**config.mk**
```make
export PLATFORM = sky130hd
export DESIGN_NAME = clkph_gen
export DESIGN_NICKNAME = d
export VERILOG_FILES = /design/src/rtl/clkph_pkg.sv /design/src/rtl/clkph_counter.sv /design/src/rtl/clkph_decode.sv /design/src/rtl/clkph_gen.sv
export SDC_FILE = /design/constraint.sdc
export NUM_CORES = 1
export LEC_CHECK = 0
export ABC_AREA = 1
export BUFFER_PORTS_ARGS = -buffer_cell sky130_fd_sc_hd__clkbuf_2
export CORE_MARGIN = 4
export CORE_UTILIZATION = 35
export CTS_BUF_LIST = sky130_fd_sc_hd__clkbuf_16
export CTS_CLUSTER_SIZE = 20
export DETAILED_ROUTE_END_ITERATION = 10
export PLACE_DENSITY_LB_ADDON = 0.08
export SETUP_SLACK_MARGIN = 0.3
export SYNTH_ARGS = -nofsm -noshare
export SYNTH_HDL_FRONTEND = slang
export SYNTH_SLANG_ARGS = --single-unit
```
**constraint.sdc**
```tcl
create_clock -name clk -period 1.6 [get_ports clk]
set_input_delay 0.24 -clock clk [delete_from_list [all_inputs] [get_ports clk]]
set_output_delay 0.24 -clock clk [all_outputs]
set_load 0.02 [all_outputs]
```
**src/rtl/clkph_pkg.sv**
```systemverilog
package clkph_pkg;

    // Named condition of the generator
    typedef enum logic {
        GEN_RESET = 1'b0,
        GEN_RUN   = 1'b1
    } gen_state_e;

    // Fixed single-bit strobes produced each system cycle
    typedef struct packed {
        logic cpu1;
        logic cpu2;
        logic vid1;
        logic vid2;
        logic pix;
    } strobe_t;

endpackage

```
**src/rtl/clkph_counter.sv**
```systemverilog
module clkph_counter #(
    parameter int PHASES = 16,
    localparam int PW = $clog2(PHASES)
) (
    input  logic          clk,
    input  logic          rst,
    output logic [PW-1:0] phase_q,
    output logic [PW-1:0] phase_nxt,
    output logic          running
);
    import clkph_pkg::*;

    gen_state_e state_q;
    gen_state_e state_d;

    // next-state and next-phase logic
    always_comb begin
        state_d   = GEN_RUN;
        phase_nxt = '0;
        unique case (state_q)
            GEN_RESET: phase_nxt = PW'(1);
            GEN_RUN:   phase_nxt = (phase_q == PW'(PHASES - 1)) ? '0 : phase_q + 1'b1;
            default:   phase_nxt = '0;
        endcase
        if (rst) begin
            state_d   = GEN_RESET;
            phase_nxt = '0;
        end
    end

    // state and phase register
    always_ff @(posedge clk) begin
        if (rst) begin
            state_q <= GEN_RESET;
            phase_q <= '0;
        end else begin
            state_q <= state_d;
            phase_q <= phase_nxt;
        end
    end

    assign running = (state_q == GEN_RUN);

endmodule

```
**src/rtl/clkph_decode.sv**
```systemverilog
module clkph_decode #(
    parameter int PHASES    = 16,
    parameter int CPU1_PH   = 0,
    parameter int CPU2_PH   = 8,
    parameter int VID1_PH   = 4,
    parameter int VID2_PH   = 12,
    parameter int WIDE_DIV  = 2,
    parameter int NARROW_DIV = 4,
    parameter int MEM_SLOTS = 8,
    localparam int PW       = $clog2(PHASES),
    localparam int SLOT_LEN = PHASES / MEM_SLOTS
) (
    input  logic [PW-1:0]          phase_in,
    input  logic                   hires,
    output clkph_pkg::strobe_t     strobes,
    output logic [MEM_SLOTS-1:0]   slots
);
    int ph_int;

    always_comb begin
        ph_int       = int'(phase_in);
        strobes.cpu1 = (ph_int == CPU1_PH);
        strobes.cpu2 = (ph_int == CPU2_PH);
        strobes.vid1 = (ph_int == VID1_PH);
        strobes.vid2 = (ph_int == VID2_PH);
        strobes.pix  = hires ? ((ph_int % WIDE_DIV) == 0)
                             : ((ph_int % NARROW_DIV) == 0);
    end

    for (genvar k = 0; k < MEM_SLOTS; k++) begin : g_slot
        assign slots[k] = (phase_in == PW'(k * SLOT_LEN));
    end

endmodule

```
**src/rtl/clkph_gen.sv**
```systemverilog
module clkph_gen #(
    parameter int PHASES     = 16,
    parameter int CPU1_PH    = 0,
    parameter int CPU2_PH    = 8,
    parameter int VID1_PH    = 4,
    parameter int VID2_PH    = 12,
    parameter int WIDE_DIV   = 2,
    parameter int NARROW_DIV = 4,
    parameter int MEM_SLOTS  = 8,
    localparam int PW        = $clog2(PHASES),
    localparam int SLOT_LEN  = PHASES / MEM_SLOTS
) (
    input  logic                 clk,
    input  logic                 rst,
    input  logic                 hires,
    output logic [PW-1:0]        phase,
    output logic                 cpu_en1,
    output logic                 cpu_en2,
    output logic                 vid_en1,
    output logic                 vid_en2,
    output logic                 pix_en,
    output logic [MEM_SLOTS-1:0] mem_slot
);
    import clkph_pkg::*;

    logic [PW-1:0]        phase_nxt;
    logic                 running;
    strobe_t              strobe_d;
    strobe_t              strobe_q;
    logic [MEM_SLOTS-1:0] slot_d;
    logic [MEM_SLOTS-1:0] slot_q;

    clkph_counter #(.PHASES(PHASES)) u_cnt (
        .clk       (clk),
        .rst       (rst),
        .phase_q   (phase),
        .phase_nxt (phase_nxt),
        .running   (running)
    );

    // decode one phase ahead so the outputs are plain flops
    clkph_decode #(
        .PHASES     (PHASES),
        .CPU1_PH    (CPU1_PH),
        .CPU2_PH    (CPU2_PH),
        .VID1_PH    (VID1_PH),
        .VID2_PH    (VID2_PH),
        .WIDE_DIV   (WIDE_DIV),
        .NARROW_DIV (NARROW_DIV),
        .MEM_SLOTS  (MEM_SLOTS)
    ) u_dec (
        .phase_in (phase_nxt),
        .hires    (hires),
        .strobes  (strobe_d),
        .slots    (slot_d)
    );

    always_ff @(posedge clk) begin
        if (rst) begin
            strobe_q <= '0;
            slot_q   <= '0;
        end else begin
            strobe_q <= strobe_d;
            slot_q   <= slot_d;
        end
    end

    always_comb begin
        cpu_en1  = strobe_q.cpu1;
        cpu_en2  = strobe_q.cpu2;
        vid_en1  = strobe_q.vid1;
        vid_en2  = strobe_q.vid2;
        pix_en   = strobe_q.pix;
        mem_slot = slot_q;
    end


    reset_clear_chk: assert property (@(posedge clk)
        rst |=> (phase == '0 && !cpu_en1 && !cpu_en2 && !vid_en1 && !vid_en2
                 && !pix_en && mem_slot == '0));


    phase_step_chk: assert property (@(posedge clk) disable iff (rst)
        (phase != PW'(PHASES - 1)) |=> (phase == $past(phase) + 1'b1));


    phase_wrap_chk: assert property (@(posedge clk) disable iff (rst)
        (phase == PW'(PHASES - 1)) |=> (phase == '0));


    cpu1_place_chk: assert property (@(posedge clk) disable iff (rst)
        cpu_en1 |-> (phase == PW'(CPU1_PH) && running));


    cpu2_place_chk: assert property (@(posedge clk) disable iff (rst)
        (phase == PW'(CPU2_PH) && !$past(rst)) |-> cpu_en2);


    vid1_place_chk: assert property (@(posedge clk) disable iff (rst)
        vid_en1 |-> (phase == PW'(VID1_PH)));


    vid2_place_chk: assert property (@(posedge clk) disable iff (rst)
        (phase == PW'(VID2_PH) && !$past(rst)) |-> vid_en2);


    enable_excl_chk: assert property (@(posedge clk) disable iff (rst)
        $onehot0({cpu_en1, cpu_en2, vid_en1, vid_en2}));


    pix_narrow_chk: assert property (@(posedge clk) disable iff (rst)
        (pix_en && !$past(hires)) |-> (phase[1:0] == 2'b00));


    slot_single_chk: assert property (@(posedge clk) disable iff (rst)
        $onehot0(mem_slot));


    slot_odd_chk: assert property (@(posedge clk) disable iff (rst)
        phase[0] |-> (mem_slot == '0));

endmodule

```
==> results.py <==
metrics = {
    "status": {
        "status": "completed",
    },
    "drt": {
        "wl_um": 959,
        "drc": 0,
        "route.met2.wl_um": 420,
        "vias": 435,
        "dr.pass1.iters": 4,
        "avgViaCountPerCell": 4.44,
        "topRoutingLayerUsed": "met3",
        "wire_per_inst_um": 9.79,
        "drt_iter0_markers": 7,
        "drtAntennaViolNets": 0,
        "met3_length_um": 106,
        "wl_met1_um": 432,
    },
    "placement": {
        "dp_cells": 94,
        "io_buffers": 19,
        "hpwl_um": 777,
        "place_congestion": 0.683,
        "place_area_um2": 621,
    },
    "sta": {
        "fin_crit_sh_pct": 73.4,
        "holdWs_ns": 0.182,
        "tns_ns": 0,
        "tightest_slew_ns": 0.198,
        "fmax_mhz": 852,
        "drv_slew": 0,
        "max-slew-margin-rel_pct": 86.8,
        "setup_viol": 0,
        "rsz0062_at_grt": "false",
        "hold_viol": 0,
        "fin_skew_ns": 0.00191,
        "fin_crit_ns": 1.17,
    },
    "pwr": {
        "power_mw": 0.878,
        "ir_drop_mv": 1.09,
        "p_leak_nw": 0.369,
        "p_per_area_nw_per_um2": 1240,
    },
    "yosys": {
        "syn-num-nets": 68,
        "ys_ff_latch": 14,
        "ys_seq_area_share_pct": 52.2,
        "ys_types": 14,
        "syn_inst": 64,
        "syn_avg_cell_area_um2": 8.39,
        "syn_area_um2": 537,
        "synth.yosys.warnings": 0,
    },
    "final_layout": {
        "mostFrequentLayoutCell": "clkbuf_2",
        "syn2layout_area_growth_pct": 31.5,
        "fin_area_um2": 706,
        "antenna_cells": 0,
        "final_cell_mix": "19 x clkbuf_2, 13 x dfxtp_1, 10 x nor2_1, 9 x inv_1, 7 x nand2_1",
        "layout-drive-gt1-share_pct": 43.4,
        "nets": 88,
        "fin_cells": 98,
    },
    "setup_path": {
        "end_kind": "register",
        "critPathMaxFanout": 4,
        "path_class": "reg -> reg",
        "worstPathArrival_ns": 1.31,
        "rr_worst_depth": 6,
        "setup.worst_path.start_class": "register",
        "critical_path_required_ns": 1.73,
    },
    "die": {
        "core-area_um2": 1370,
        "die_x_um": 47.2,
        "ios": 20,
        "dieArea_um2": 2220,
        "start_util_pct": 39.3,
        "die_h_um": 47.2,
        "num_rows": 13,
    },
    "global_routing": {
        "grt_pass1_vias": 390,
        "antenna_found_initial": 0,
        "grt_first_pass_wirelength_mm": 1.63,
        "track_usage_pct": 10.9,
        "grt.overflow.total": 0,
        "grt_start_max_net_pins": 9,
    },
    "cts": {
        "clk_latency_ns": 0.24,
        "cts_sinks": 14,
        "clk_path_buf_depth": 2,
        "cts-buffers-inserted": 3,
        "clk_pin_slew_worst_paths_ns": 0.05,
        "root_buffer": "clkbuf_16",
        "hold_buffers": 0,
        "htree_levels": 1,
        "cts_tree": "yes",
        "cts_resized": 0,
        "postCtsSetupRepairBufs": 0,
    },
    "job": {
        "cap_viol_max_count": 0,
    },
    "min_path": {
        "holdPathStages": 2,
        "hold_path.class": "in -> reg",
    },
}
## cell usage after synthesis (all sizes together)
cell type | n | share of area, %
nand2 | 13 | 11
o211ai | 1 | 1.4
nand4 | 4 | 4.7
inv | 12 | 8.4
buf | 4 | 5.6
nor2 | 12 | 10
dfxtp | 14 | 52
ha | 1 | 2.3
nand3 | 3 | 3.7
## sequential cells by signal, summed over array words and instances, names as in the netlist
name           count
mem_slot           8
pix_en             1
u_cnt.phase_q      4
u_cnt.running      1
## final cells by class
class	count	area (µm²)
Clock buffer	3	75.1
Clock inverter	1	3.75
Fill cell	147	661
Inverter	12	45.0
Multi-Input combinational cell	34	186
Sequential cell	14	282
Tap cell	15	18.8
Timing Repair Buffer	19	95.1
## metrics by stage
| step | util, % | setup WS, ns |
|---|---|---|
| 2_1_floorplan | - | 0.368 |
| 3_3_place_gp | 45.4 | 0.426 |
| 3_5_place_dp | 45.4 | 0.413 |
| 4_1_cts | 51.2 | 0.394 |
| 5_1_grt | 51.6 | 0.318 |
| 6_report | 51.6 | 0.426 |
## critical path, stage by stage, from the launching register on
cell	delay, ns
dfxtp_1	0.32
ha_2	0.32
inv_1	0.06
nor2_2	0.15
inv_1	0.06
nand2_2	0.09
nor2_1	0.05
## cell families (layout without fill, tap and decap cells)
| group | count (synthesis) | in the layout | share of synthesized area (%) |
|---|---|---|---|
| and+or+nand+nor | 32 | 32 | 30.1 |
| AOI/OAI and AO/OA | 1 | 1 | 1.40 |
| DFF | 14 | 14 | 52.2 |
| adders and majority gates | 1 | 1 | 2.33 |
| buffers and inverters | 16 | 35 | 14.0 |
## path summary, 6_finish.rpt
kind	start	end	slack (ns)
max reg2reg	u_cnt.phase_q[1]$_SDFF_PP0_	mem_slot[6]$_SDFF_PP0_	0.43
min	rst	u_cnt.running$_DFF_P_	0.18
max	u_cnt.phase_q[1]$_SDFF_PP0_	mem_slot[6]$_SDFF_PP0_	0.43
min reg2reg	u_cnt.running$_DFF_P_	mem_slot[0]$_SDFF_PP0_	0.51
## where the power goes
group	internal, mW	switching, mW	total, mW
combinational	0.0165	0.0357	0.0522
clock	0.329	0.132	0.462
sequential	0.358	0.00596	0.364
total	0.704	0.174	0.878
## per-layer routing
metal,vias to the layer above,track usage (%)
li1,229,-
met4,0,4.97
met3,0,5.75
met2,16,15.4
met1,190,13.7
met5,-,0
Power figures use the tool's default switching activity.
